### config.mk
export PLATFORM = sky130hd
export DESIGN_NAME = eep_port_arbiter
export DESIGN_NICKNAME = d
export VERILOG_FILES = /design/src/rtl/eep_pkg.sv /design/src/rtl/eep_grant_ctrl.sv /design/src/rtl/eep_settle_timer.sv /design/src/rtl/eep_port_arbiter.sv
export SDC_FILE = /design/constraint.sdc
export NUM_CORES = 1
export LEC_CHECK = 0
export BUFFER_PORTS_ARGS = -buffer_cell sky130_fd_sc_hd__clkbuf_2
export CAP_MARGIN = 20
export CORE_UTILIZATION = 29
export DETAILED_ROUTE_END_ITERATION = 8
export SETUP_SLACK_MARGIN = 0.05
export SYNTH_ARGS = -nofsm -noshare
export SYNTH_HDL_FRONTEND = slang
export SYNTH_SLANG_ARGS = --single-unit
### constraint.sdc
create_clock -name clk -period 1.8 [get_ports clk]
set_clock_uncertainty 0.2 [all_clocks]
set_input_delay 0.54 -clock clk [delete_from_list [all_inputs] [get_ports clk]]
set_output_delay 0.54 -clock clk [all_outputs]
set_load 0.005 [all_outputs]
### src/rtl/eep_pkg.sv
package eep_pkg;
  localparam int BIT_REQ   = 5;
  localparam int BIT_READY = 4;
  localparam int BIT_CS    = 3;
  localparam int BIT_SK    = 2;
  localparam int BIT_DO    = 1;
  localparam int BIT_DI    = 0;
  localparam longint SETTLE_NS = 800;

  // cycles = ceil(SETTLE_NS * hz / 1e9)
  function automatic int settle_cycles(input longint hz);
    longint prod;
    prod = SETTLE_NS * hz;
    return int'((prod + 64'd999_999_999) / 64'd1_000_000_000);
  endfunction
endpackage

### src/rtl/eep_grant_ctrl.sv
module eep_grant_ctrl (
  input  logic clk,
  input  logic rst_n,
  input  logic req_pending,
  input  logic release_evt,
  input  logic port_busy,
  output logic granted,
  output logic grant_evt
);
  assign grant_evt = req_pending & ~granted & ~port_busy & ~release_evt;

  always_ff @(posedge clk or negedge rst_n) begin
    if (!rst_n)           granted <= 1'b0;
    else if (release_evt) granted <= 1'b0;
    else if (grant_evt)   granted <= 1'b1;
  end
endmodule

### src/rtl/eep_settle_timer.sv
module eep_settle_timer #(
  parameter int SETTLE_CYC = 80
) (
  input  logic clk,
  input  logic rst_n,
  input  logic grant_evt,
  input  logic restart_evt,
  input  logic release_evt,
  output logic ready
);
  localparam int CW = $clog2(SETTLE_CYC + 1);
  localparam logic [CW-1:0] LOAD = CW'(SETTLE_CYC);

  logic [CW-1:0] remain;

  always_ff @(posedge clk or negedge rst_n) begin
    if (!rst_n) begin
      remain <= '0;
      ready  <= 1'b0;
    end else if (release_evt) begin
      remain <= '0;
      ready  <= 1'b0;
    end else if (restart_evt) begin
      remain <= LOAD;
      ready  <= 1'b0;
    end else if (grant_evt) begin
      remain <= '0;
      ready  <= 1'b1;
    end else if (remain != '0) begin
      remain <= remain - 1'b1;
      if (remain == CW'(1)) ready <= 1'b1;
    end
  end
endmodule

### src/rtl/eep_port_arbiter.sv
module eep_port_arbiter #(
  parameter longint CLK_HZ = 100_000_000
) (
  input  logic       clk,
  input  logic       rst_n,
  input  logic       reg_wr,
  input  logic [7:0] reg_wdata,
  output logic [7:0] reg_rdata,
  input  logic       port_busy,
  output logic       ee_cs,
  output logic       ee_sk,
  output logic       ee_do,
  input  logic       ee_di
);
  import eep_pkg::*;

  localparam int SETTLE_CYC = settle_cycles(CLK_HZ);

  logic req_q, cs_q, sk_q, do_q, di_q;
  logic granted, grant_evt, ready;
  logic release_evt, restart_evt;
  logic unused_wbits;

  assign unused_wbits = ^{reg_wdata[7:6], reg_wdata[BIT_READY], reg_wdata[BIT_DI]};

  assign release_evt = reg_wr & ~reg_wdata[BIT_REQ];
  assign restart_evt = reg_wr &  reg_wdata[BIT_REQ] & granted;

  always_ff @(posedge clk or negedge rst_n) begin
    if (!rst_n) begin
      req_q <= 1'b0;
      cs_q  <= 1'b0;
      sk_q  <= 1'b0;
      do_q  <= 1'b0;
      di_q  <= 1'b0;
    end else begin
      di_q <= ee_di;
      if (reg_wr) begin
        req_q <= reg_wdata[BIT_REQ];
        cs_q  <= reg_wdata[BIT_CS];
        sk_q  <= reg_wdata[BIT_SK];
        do_q  <= reg_wdata[BIT_DO];
      end
    end
  end

  eep_grant_ctrl u_grant (
    .clk         (clk),
    .rst_n       (rst_n),
    .req_pending (req_q),
    .release_evt (release_evt),
    .port_busy   (port_busy),
    .granted     (granted),
    .grant_evt   (grant_evt)
  );

  eep_settle_timer #(.SETTLE_CYC(SETTLE_CYC)) u_timer (
    .clk         (clk),
    .rst_n       (rst_n),
    .grant_evt   (grant_evt),
    .restart_evt (restart_evt),
    .release_evt (release_evt),
    .ready       (ready)
  );

  assign ee_cs = granted & cs_q;
  assign ee_sk = granted & sk_q;
  assign ee_do = granted & do_q;

  always_comb begin
    reg_rdata            = '0;
    reg_rdata[BIT_REQ]   = req_q;
    reg_rdata[BIT_READY] = ready;
    reg_rdata[BIT_CS]    = cs_q;
    reg_rdata[BIT_SK]    = sk_q;
    reg_rdata[BIT_DO]    = do_q;
    reg_rdata[BIT_DI]    = di_q;
  end
endmodule

# Word-level counts from Yosys, hierarchy flattened
# Index checks and enable logic that the tools add are counted.
# op_classes
n_bitwise,13
n_eq_ne,1
add_sub_neg,1
mux,11
reduce_logical,5
# ops
op,n
7-bit 2-to-1 mux,4
1-bit bitwise AND,9
4-bit nonzero test,2
"7-bit by 1-bit == test with 1-bit output, second input constant",1
1-bit 2-to-1 mux,7
7-bit nonzero test,1
"7-bit by 1-bit subtractor with 7-bit output, second input constant",1
1-bit inverter,4
2-bit AND reduction,1
2-bit nonzero test,1
# word_totals
wordCells,39
inputBits,13
out_inout_bits,11
ff_bits,14

# Depth between registers and ports, before layout
# depth
ltp_word,7
mapped_depth,6
ltp_nobuf,6

# Cells and area by module
# From an unflattened synthesis, not the netlist that was laid out.
# hier_totals
hier_cells,77
area_unflattened_um2,803.3
# by_module_without_submodules
module,cells_each,area_per_inst_um2,n_inst,seq_area_each_um2
eep_settle_timer,49,476.7,1,200.2
eep_port_arbiter,23,265.3,1,125.1
eep_grant_ctrl,5,61.3,1,25.0

# Worst setup path before layout
# No wires, ideal clock.
# synth_timing
path_kind,register -> register
from,register u_timer.remain[2]
to,register u_timer.remain[1]
setup_time_ns,0.094
t_required_ns,1.506
period_less_slack_ns,1.682
n_path_buf,0
stages_incl_launch_ff,4
arrival_time_ns,1.388
path_slack_ns,0.118
path_cell_list,dfrtp_1 -> or4_4 -> or2_1 -> a211oi_1
# synth_via
elab_chain_cells,2
# synth_rtl
item,line,source
"start, declared",eep_settle_timer.sv:14,logic [CW-1:0] remain;
"start signal, assigned",eep_settle_timer.sv:30,remain <= remain - 1'b1;
7-bit nonzero test,eep_settle_timer.sv:29,end else if (remain != '0) begin
4-bit nonzero test (no line),n/a,
# No other way between the ends.
# A chain may end at the register's enable or synchronous reset.

# Final worst setup path
# Ends and elaborated chain as after synthesis.

==> flow_summary.json <==
{
  "status": "finished clean",
  "coreArea_um2": 2455,
  "yosys.cell_count.top_type": "dfrtp_1",
  "num_rows": 18,
  "wl_um": 1375,
  "initial_core_util_pct": 30.43,
  "hold_viol_final": 0,
  "worst-setup-path-type": "reg2reg",
  "port_buffers": 17,
  "dp_cells": 116,
  "nNetsFinal": 112,
  "cts_htree_levels": 1,
  "ys_top_cells_by_area": "dfrtp_1 (47%), buf_4 (8.0%), mux2_2 (6.0%)",
  "grt.total_usage_pct": 11.60,
  "io_pins": 24,
  "multi_input_area_um2": 341.6,
  "root_buffer": "clkbuf_4",
  "num_vias": 576,
  "yosysUniqueCellTypes": 30,
  "die_w_um": 52.75,
  "setup_slack_ns": 0.06065,
  "viasPerCell": 4.571,
  "drt_iter0_markers": 2,
  "power.static_leakage_nw": 0.4556,
  "synth_seq_cells": 14,
  "crit_required_ns": 1.77,
  "dp_hpwl_um": 994.8,
  "cts_tree": "done",
  "die-area_um2": 2783,
  "first_global_vias": 563,
  "final_cells": 126,
  "place_area_um2": 839.6,
  "grt_pass1_wl_um": 2297,
  "cellPowerDensity_nw_per_um2": 1427,
  "ys_seq_area_share_pct": 46.90,
  "drv_cap": 0,
  "hold_class": "in2reg",
  "ys.flop_type": "dfrtp_1",
  "cts_max_path_buffers": 2,
  "wl_per_cell_um": 10.91,
  "period_needed_ns": 1.739,
  "route.detailed.drc": 0,
  "yosysTopAreaCellShare_pct": 46.90,
  "numCtsBuffers": 3,
  "cp-start-kind": "register",
  "synth_edf_count": 0,
  "path_max_fanout": 3,
  "grt.overflow.total": 0,
  "synthTopCellsByCount": "dfrtp_1 (14), buf_4 (8), nor2_1 (6)",
  "gp_congestion": 0.6985,
  "setup_viol": 0,
  "final-seq-area_um2": 351.6,
  "diodes": 0,
  "cts_num_sinks": 14,
  "insertion_delay_ns": 0.28,
  "synthArstFlopShare_pct": 100.0,
  "num-fill-cells": 251,
  "hold-worst-slack_ns": 0.1707,
  "fp.dieH_um": 52.75,
  "max_freq_ghz": 0.5749,
  "synthesis.area_um2": 747.0,
  "grt_max_degree": 15,
  "ir_drop_mv": 0.5516,
  "clkTransAtPathRegs_ns": 0.09,
  "period_share_pct": 96.63,
  "dpl_worst_slack_ns": 0.06862,
  "fin_area_um2": 944.7,
  "syn_inst": 73,
  "yosysWarnings": 0,
  "synth.largest_area_cell": "dfrtp_1",
  "rsz0062_at_grt": "yes",
  "slew_violations": 0,
  "avgSynthCellArea_um2": 10.23,
  "antenna_found_initial": 0,
  "cp.arrival_ns": 1.71,
  "drt-pass1-iter-count": 4,
  "area_growth_pct": 26.47,
  "antenna_left": 0,
  "critPathCaptureType": "register",
  "drive_above_1_share_pct": 42.71
}
[sequential cells by signal, summed over array words and instances (netlist names)]
register / flops
u_grant.granted: 1
req_q: 1
cs_q: 1
di_q: 1
u_timer.ready: 1
u_timer.remain: 7
sk_q: 1
do_q: 1
[through the flow]
step	TNS, ns	power [mW]	utilization, %
final	0	1.348	38.48
after global routing	-0.008595	1.451	38.48
after CTS	0	1.245	36.14
after detailed placement	0	1.011	34.20
after global placement	0	0.9984	34.20
after floorplan	0	0.8687	-
[final cells by class]
cell class	count	area share, %
Clock buffer	4	3.841
Inverter	4	1.589
Multi-Input combinational cell	47	36.16
Sequential cell	14	37.22
Tap cell	30	3.974
Timing Repair Buffer	27	17.22
[cells by family (layout without fill, tap and decap cells)]
| group | after synthesis | in the layout | share of synthesized area (%) |
|---|---|---|---|
| simple gates | 26 | 26 | 20.60 |
| flops | 14 | 14 | 46.90 |
| buf+inv | 13 | 35 | 10.55 |
| compound gates | 10 | 10 | 8.541 |
| mux | 4 | 4 | 6.030 |
| xor+xnor | 3 | 3 | 3.518 |
| fa+ha+maj | 2 | 2 | 3.350 |
| other cells | 1 | 2 | 0.5020 |
[report_power, final]
group / internal, mW / switching, mW
combinational: 0.349 / 0.302
clock: 0.123 / 0.104
sequential: 0.403 / 0.0665
[layout by cell type (no fill, tap or decap), types with 2 or more instances in the layout]
cell      synthesis  layout
xnor2_1           2       2
clkbuf_2          0      17
ha_1              2       2
dfrtp_1          14      13
a21oi_1           3       3
clkbuf_4          0       3
mux2_2            4       4
nor2_1            6       6
nor3b_1           3       2
nand2b_1          4       4
o31ai_1           2       2
buf_4             8       9
inv_1             4       4
conb_1            1       2
and2_1            3       3
[layer usage]
| metal | routed length, um | track usage, % | share of wire (%) |
|---|---|---|---|
| met1 | 609 | 13.60 | 44 |
| met5 | 0 | 0 | 0 |
| met4 | 19 | 7.895 | 1.4 |
| met3 | 40 | 1.739 | 2.9 |
| met2 | 705 | 19.20 | 51 |
[worst max-delay path, stage by stage, from the launching register on]
cell      delay, ns
dfrtp_1        0.39
or4_4          0.56
or2_1          0.28
nor2_1         0.14
a211oi_2       0.06
[what timing repair did]
action	4_1_cts	5_1_grt
gates resized for setup	1	4
setup endpoints to repair	3	8
endpoints found under the hold margin	14	0
hold buffers	1	0
setup buffers	0	5
[final timing paths]
check,startpoint,end,slack (ns),cells past startpoint
worst max-delay path,u_timer.remain[2],u_timer.remain[1],0.06,4
worst min-delay path,ee_di,di_q,0.17,1
worst max register to register,u_timer.remain[2],u_timer.remain[1],0.06,4
worst min register to register,u_timer.ready,u_timer.ready,0.32,1
max in group asynchronous,rst_n,u_grant.granted,0.63,2
min in group asynchronous,rst_n,u_timer.remain[1],0.49,2
Power figures use the tool's default switching activity.
